===== config.mk =====
export PLATFORM = sky130hd
export DESIGN_NAME = cfg_spi_loader
export DESIGN_NICKNAME = d
export VERILOG_FILES = /design/src/rtl/cfg_spi_loader.sv
export SDC_FILE = /design/constraint.sdc
export NUM_CORES = 1
export LEC_CHECK = 0
export ABC_AREA = 1
export BUFFER_PORTS_ARGS = -buffer_cell sky130_fd_sc_hd__buf_2
export CORE_MARGIN = 2
export CORE_UTILIZATION = 53
export DETAILED_ROUTE_END_ITERATION = 6
export PLACE_DENSITY = 0.73
export SLEW_MARGIN = 10
export SYNTH_ARGS = -nofsm -noshare
export SYNTH_HDL_FRONTEND = slang
export SYNTH_SLANG_ARGS = --single-unit
export TNS_END_PERCENT = 100

===== constraint.sdc =====
create_clock -name clk -period 2.09 [get_ports clk]
set_input_delay 0 -clock clk [delete_from_list [all_inputs] [get_ports clk]]
set_output_delay 0 -clock clk [all_outputs]
set_load 0.01 [all_outputs]

===== src/rtl/cfg_spi_loader.sv =====
module cfg_spi_loader #(
  parameter int CLK_FREQ_HZ  = 100_000_000,
  parameter int SCLK_MAX_HZ  = 66_000_000,
  parameter int T_SHORT_US   = 5,
  parameter int T_PAGE_US    = 200,
  parameter int T_REFRESH_US = 4800,
  parameter int POLL_MAX     = 128,
  parameter int REFRESH_MAX  = 16,
  parameter int LEN_W        = 20
) (
  input  logic             clk,
  input  logic             rst_n,
  input  logic             start,
  input  logic [LEN_W-1:0] img_len,
  input  logic [7:0]       img_data,
  input  logic             img_valid,
  output logic             img_ready,
  output logic             spi_sclk,
  output logic             spi_cs_n,
  output logic             spi_mosi,
  input  logic             spi_miso,
  output logic             done,
  output logic             err,
  output logic [2:0]       err_code
);

  localparam int CYC_US    = CLK_FREQ_HZ / 1_000_000;
  localparam int D_SHORT   = T_SHORT_US * CYC_US;
  localparam int D_PAGE    = T_PAGE_US * CYC_US;
  localparam int D_REFRESH = T_REFRESH_US * CYC_US;
  localparam int DLY_W     = $clog2(D_SHORT + D_PAGE + D_REFRESH + 2);
  localparam int HALF_RAW  = (CLK_FREQ_HZ + 2 * SCLK_MAX_HZ - 1) / (2 * SCLK_MAX_HZ);
  localparam int HALF      = (HALF_RAW < 1) ? 1 : HALF_RAW;
  localparam int DIV_W     = $clog2(HALF + 1);
  localparam int PC_W      = $clog2(POLL_MAX + 1);
  localparam int RC_W      = $clog2(REFRESH_MAX + 1);
  localparam int PG_W      = LEN_W - 4;

  localparam logic [2:0] E_BUSY = 3'd1, E_FAIL = 3'd2, E_NODONE = 3'd3,
                         E_REFR = 3'd4, E_LEN  = 3'd5;

  typedef enum logic [2:0] {OP_EN, OP_ER, OP_IA, OP_PI, OP_PD, OP_RS, OP_RF} op_t;
  typedef enum logic [3:0] {
    S_IDLE, S_EN, S_ER, S_PA, S_IA, S_PG, S_PD, S_PB, S_RF, S_RS, S_CE, S_PC, S_CR
  } st_t;
  typedef enum logic [2:0] {F_IDLE, F_LOAD, F_LO, F_HI, F_POST} fr_t;

  st_t             st;
  fr_t             fr_st;
  op_t             op;
  logic            fr_done, launch, data_byte;
  logic [4:0]      bidx, last_idx;
  logic [2:0]      bitc;
  logic [7:0]      sh, next_byte;
  logic [31:0]     rx;
  logic [DIV_W-1:0] div;
  logic [DLY_W-1:0] dly, post_cyc;
  logic [PG_W-1:0] pages;
  logic [PC_W-1:0] pcnt;
  logic [RC_W-1:0] rcnt;
  logic [2:0]      pend;

  wire s_busy = rx[12];
  wire s_dn   = rx[8];
  wire s_fail = rx[13];
  wire s_ok   = !rx[12] && rx[8] && (rx[25:23] == 3'd0);
  logic unused_bits;
  assign unused_bits = ^{rx[31:26], rx[22:14], rx[11:9], rx[7:0]};

  function automatic logic [7:0] cmd_byte(op_t o, logic [1:0] i);
    logic [31:0] w;
    case (o)
      OP_EN:   w = 32'hC608_0000;
      OP_ER:   w = 32'h0E04_0000;
      OP_IA:   w = 32'h4600_0000;
      OP_PI:   w = 32'h7000_0001;
      OP_PD:   w = 32'h5E00_0000;
      OP_RS:   w = 32'h3C00_0000;
      default: w = 32'h7900_0000;
    endcase
    return w[8*(3-i) +: 8];
  endfunction

  always_comb begin
    case (st)
      S_EN:                   op = OP_EN;
      S_ER, S_CE:             op = OP_ER;
      S_IA:                   op = OP_IA;
      S_PG:                   op = OP_PI;
      S_PD:                   op = OP_PD;
      S_RF, S_CR:             op = OP_RF;
      default:                op = OP_RS;
    endcase
  end

  assign last_idx  = (op == OP_PI) ? 5'd19 : (op == OP_RS) ? 5'd7 : 5'd3;
  assign post_cyc  = (op == OP_EN) ? DLY_W'(D_SHORT) :
                     (op == OP_PI) ? DLY_W'(D_PAGE)  :
                     (op == OP_RF) ? DLY_W'(D_REFRESH) : '0;
  assign data_byte = (bidx[4:2] != 3'd0) && (op == OP_PI);
  assign next_byte = (bidx[4:2] == 3'd0) ? cmd_byte(op, bidx[1:0]) :
                     data_byte ? img_data : 8'h00;
  assign img_ready = (fr_st == F_LOAD) && data_byte;
  assign spi_mosi  = sh[7];
  assign launch    = (st != S_IDLE) && (fr_st == F_IDLE) && !fr_done;

  always_ff @(posedge clk or negedge rst_n) begin
    if (!rst_n) begin
      fr_st <= F_IDLE; spi_cs_n <= 1'b1; spi_sclk <= 1'b0; sh <= '0;
      bitc <= '0; bidx <= '0; div <= '0; dly <= '0; rx <= '0; fr_done <= 1'b0;
    end else begin
      fr_done <= 1'b0;
      case (fr_st)
        F_IDLE: if (launch) begin
          spi_cs_n <= 1'b0; bidx <= '0; fr_st <= F_LOAD;
        end
        F_LOAD: if (!data_byte || img_valid) begin
          sh <= next_byte; bitc <= 3'd7; div <= DIV_W'(HALF - 1); fr_st <= F_LO;
        end
        F_LO: if (div == '0) begin
          spi_sclk <= 1'b1; rx <= {rx[30:0], spi_miso};
          div <= DIV_W'(HALF - 1); fr_st <= F_HI;
        end else div <= div - 1'b1;
        F_HI: if (div == '0) begin
          spi_sclk <= 1'b0;
          if (bitc == 3'd0) begin
            if (bidx == last_idx) begin
              spi_cs_n <= 1'b1; dly <= post_cyc; fr_st <= F_POST;
            end else begin
              bidx <= bidx + 1'b1; fr_st <= F_LOAD;
            end
          end else begin
            sh <= {sh[6:0], 1'b0}; bitc <= bitc - 1'b1;
            div <= DIV_W'(HALF - 1); fr_st <= F_LO;
          end
        end else div <= div - 1'b1;
        default: if (dly == '0) begin
          fr_done <= 1'b1; fr_st <= F_IDLE;
        end else dly <= dly - 1'b1;
      endcase
    end
  end

  always_ff @(posedge clk or negedge rst_n) begin
    if (!rst_n) begin
      st <= S_IDLE; done <= 1'b0; err <= 1'b0; err_code <= '0;
      pend <= '0; pages <= '0; pcnt <= '0; rcnt <= '0;
    end else begin
      done <= 1'b0;
      if (st == S_IDLE) begin
        if (start) begin
          if (img_len[3:0] != 4'd0) begin
            err <= 1'b1; err_code <= E_LEN;
          end else begin
            err <= 1'b0; err_code <= '0; pages <= img_len[LEN_W-1:4]; st <= S_EN;
          end
        end
      end else if (fr_done) begin
        case (st)
          S_EN: st <= S_ER;
          S_ER: begin st <= S_PA; pcnt <= '0; end
          S_PA:
            if (!s_busy) begin
              if (s_fail) begin st <= S_IDLE; err <= 1'b1; err_code <= E_FAIL; end
              else st <= S_IA;
            end else if (pcnt == PC_W'(POLL_MAX - 1)) begin
              st <= S_IDLE; err <= 1'b1; err_code <= E_BUSY;
            end else pcnt <= pcnt + 1'b1;
          S_IA: st <= (pages == '0) ? S_PD : S_PG;
          S_PG: begin
            pages <= pages - 1'b1;
            if (pages == PG_W'(1)) st <= S_PD;
          end
          S_PD: begin st <= S_PB; pcnt <= '0; end
          S_PB:
            if (!s_busy) begin
              if (s_dn) begin st <= S_RF; rcnt <= '0; end
              else begin pend <= E_NODONE; st <= S_CE; end
            end else if (pcnt == PC_W'(POLL_MAX - 1)) begin
              st <= S_IDLE; err <= 1'b1; err_code <= E_BUSY;
            end else pcnt <= pcnt + 1'b1;
          S_RF: st <= S_RS;
          S_RS:
            if (s_ok) begin st <= S_IDLE; done <= 1'b1; end
            else if (rcnt == RC_W'(REFRESH_MAX - 1)) begin pend <= E_REFR; st <= S_CE; end
            else begin rcnt <= rcnt + 1'b1; st <= S_RF; end
          S_CE: begin st <= S_PC; pcnt <= '0; end
          S_PC:
            if (!s_busy) st <= S_CR;
            else if (pcnt == PC_W'(POLL_MAX - 1)) begin
              st <= S_IDLE; err <= 1'b1; err_code <= pend;
            end else pcnt <= pcnt + 1'b1;
          default: begin st <= S_IDLE; err <= 1'b1; err_code <= pend; end
        endcase
      end
    end
  end

endmodule


==> results.sh <==
export IMPL_status="complete, but fails checks"
export IMPL_violations="setup timing"
export IMPL_htree_num_levels=3
export IMPL_hold_slack_ns=0.0194
export IMPL_io_buffers=41
export IMPL_core_area_um2=12100
export IMPL_worstPathArrival_ns=2.35
export IMPL_dieArea_um2=13300
export IMPL_path_delay_family="simple AND/OR/NAND/NOR gates"
export IMPL_diodes=0
export IMPL_crit_buf_inv=2
export IMPL_synth_xor_area_share_pct=2.66
export IMPL_initial_core_util_pct=54.6
export IMPL_crit_start="st[0]"
export IMPL_yosysMostFrequentCell="nand2_1"
export IMPL_synth_top_family_by_area="simple AND/OR/NAND/NOR gates"
export IMPL_ys_flop_type="dfrtp_1"
export IMPL_layout_drive_gt1_share_pct=18.5
export IMPL_ys_seq_area_share_pct=40.7
export IMPL_cts_made_buffers=9
export IMPL_finalCritPeriodShare_pct=101
export IMPL_yosysTopAreaCell="dfrtp_1"
export IMPL_firstDrtPassIters=7
export IMPL_instances_no_fill=1205
export IMPL_synth_avg_cell_area_um2=7.12
export IMPL_drc_errors=0
export IMPL_clk_pin_slew_ns=0.07
export IMPL_fmax_mhz=476
export IMPL_hpwl_mm=10.9
export IMPL_cts_root_buf="clkbuf_16"
export IMPL_first_iter_violations=570
export IMPL_rows=40
export IMPL_dp_cells=1155
export IMPL_num_fill_cells=1030
export IMPL_synth_mux_area_fraction_pct=0.304
export IMPL_cellLeakagePower_nw=4.24
export IMPL_r2r_start="st[0]"
export IMPL_power_density_nw_per_um2=827
export IMPL_rrSetupSlack_ns=-0.01
export IMPL_viasPerCell=5.27
export IMPL_grt_max_degree=37
export IMPL_netlist_instances=925
export IMPL_setup_slack_ns=-0.0126
export IMPL_synthTopCellsByCount="290 x nand2_1, 106 x dfrtp_1, 98 x nor2_1"
export IMPL_worst_setup_path_start_kind="register"
export IMPL_fin_nets=1086
export IMPL_clkSinkCount=107
export IMPL_die_w_um=115
export IMPL_gp_congestion=0.959
export IMPL_grt_usage_pct=24.6
export IMPL_syn_nets=977
export IMPL_rsz0062_at_grt="true"
export IMPL_endpoint_kind="register"
export IMPL_path_cells="inv_2, ha_4, nor2_2, nor2_4, nand2_4, nand3_2, nand2_2, nand3_4, nor2_4, nand2_4, clkbuf_16, and3_1"
export IMPL_finalSetupViolCount=1
export IMPL_synth_compound_area_share_pct=10.7
export IMPL_ant_nets=0
export IMPL_grt_pass1_wl_mm=26.6
export IMPL_num_vias=6352
export IMPL_clkLatencyLatePin_ns=0.36
export IMPL_setup_tns_ns=-0.0126
export IMPL_fin_skew_ns=0.00817
export IMPL_min_from="img_data[1]"
export IMPL_async_flop_share_pct=100
export IMPL_synth_area_um2=6590
export IMPL_synth_simple_area_share_pct=34.5
export IMPL_grt_pass1_vias=5884
export IMPL_worstPathRequired_ns=2.34
export IMPL_avgRoutedWirePerCell_um=13.6
export IMPL_cpMaxStageDelayCell="dfrtp_1"
export IMPL_crit_fanout=5
export IMPL_grt_antenna_before_repair=0
export IMPL_critPathKind="reg2reg"
export IMPL_final_max_slew_viol_count=0
export IMPL_hold_violations=0
export IMPL_drv_cap=0
export IMPL_vdd_drop_max_mv=0.535
export IMPL_yosysUniqueCellTypes=49
export IMPL_grt_remaining_overflow=0
export IMPL_yosysWarnings=0
export IMPL_finalPower_w=0.00676
export IMPL_netlist_area_leader_share_pct=40.3
export IMPL_die_h_um=115
export IMPL_cts_buffer_depth=2
export IMPL_slowest_delay_ns=0.40
export IMPL_cts_tree="built"
export IMPL_synth_edff_count=0
export IMPL_min_period_ns=2.10
export IMPL_hp_class="in2reg"
export IMPL_synth_fa_ha_area_share_pct=3.61
export IMPL_max_slew_margin_rel_pct=52.2
export IMPL_area_growth_synth_to_final_pct=24.2
export IMPL_ys_ff_latch=107
export IMPL_io_pins=42
export IMPL_yosys_top_cells_area="dfrtp_1 40%, nand2_1 17%, nand3_1 5.7%, nor2_1 5.6%, o21ai_0 5.4%"
export IMPL_wirelength_mm=16.4
export IMPL_tightest_slew_ns=0.717
-- placed cells by master (no fill, tap or decap), types with 3 or more instances in the layout --
cell / count
a21oi_1: 20
a22oi_1: 3
buf_12: 3
buf_2: 40
buf_4: 50
buf_6: 4
clkbuf_16: 11
clkinvlp_4: 4
dfrtp_1: 106
dlygate4sd3_1: 23
ha_1: 13
ha_2: 3
ha_4: 3
inv_1: 85
inv_2: 9
nand2_1: 283
nand2_2: 9
nand2_4: 8
nand3_1: 58
nand3_2: 19
nand4_1: 14
nor2_1: 93
nor2_2: 6
nor2_4: 5
nor3_1: 16
o211ai_1: 5
o21ai_0: 70
o21ai_1: 11
o22ai_1: 4
or2_2: 3
xor2_1: 18
-- power breakdown --
group	switching, W	leakage [nW]	internal, W
Clock	0.000766	0.131	0.000919
Combinational	0.00155	2.72	0.00103
Sequential	0.000210	1.39	0.00229
Total	0.00252	4.24	0.00424
-- timing repair --
action / in CTS / in global routing
endpoints found under the setup margin: 3 / 69
hold buffers: 23 / 0
setup buffers: 0 / 9
endpoints found under the hold margin: 80 / 0
pin swaps: 0 / 19
gates cloned: 0 / 4
gates resized for setup: 2 / 66
-- flip-flops by register name, summed over array words and instances, names as in the netlist, 4 cells and up --
signal	cells
bidx	5
dly	19
pages	16
pcnt	8
rcnt	5
rx	26
sh	8
st	4
-- worst register-to-register path, stage by stage, from the launching register on --
cell and delay (ns):
dfrtp_1 0.40, inv_2 0.14, ha_4 0.22, nor2_2 0.15, nor2_4 0.08, nand2_4 0.10
nand3_2 0.09, nand2_2 0.09, nand3_4 0.11, nor2_4 0.16, nand2_4 0.13, clkbuf_16 0.20
and3_1 0.14
-- per-layer routing --
layer	part of all wire (%)	GRT usage, %	vias up
met2	48	40.3	185
met4	2.1	6.99	0
met1	45	33.5	2927
met3	4.7	4.71	34
li1	-	-	3206
met5	0	0	-
-- through the flow --
stage | setup slack, ns | area (µm²) | util [%]
2_1_floorplan | 0.0887 | 6590 | -
3_3_place_gp | 0.0416 | 7260 | 60.2
3_5_place_dp | -0.0163 | 7260 | 60.2
4_1_cts | 0.0128 | 7770 | 64.5
5_1_grt | -0.106 | 8180 | 67.8
6_report | -0.0126 | 8180 | 67.8
-- kinds of logic after synthesis --
kind of cell	Yosys count
xor+xnor	20
buf+inv	121
simple gates	528
fa+ha+maj	19
mux	2
compound gates	128
flops	107
-- path summary, 6_finish.rpt --
kind	cells past startpoint	endpoint
setup / recovery	12	dly[15]
hold / removal	5	sh[1]
setup reg to reg	12	dly[15]
hold reg to reg	2	rx[11]
max in group asynchronous	3	rx[3]
min in group asynchronous	2	rx[5]
-- layout make-up --
| type | count | area, µm² | area share [%] |
|---|---|---|---|
| well taps | 168 | 210 | 2.57 |
| repair inverters | 1 | 7.51 | 0.0918 |
| flip-flops and latches | 107 | 2680 | 32.8 |
| repair buffers | 122 | 961 | 11.8 |
| clock buffers | 10 | 229 | 2.80 |
| inverters | 96 | 369 | 4.51 |
| clock inverters | 4 | 53.8 | 0.658 |
| multi-input cells | 697 | 3670 | 44.9 |
No activity file was read; power rests on OpenSTA's default activity.
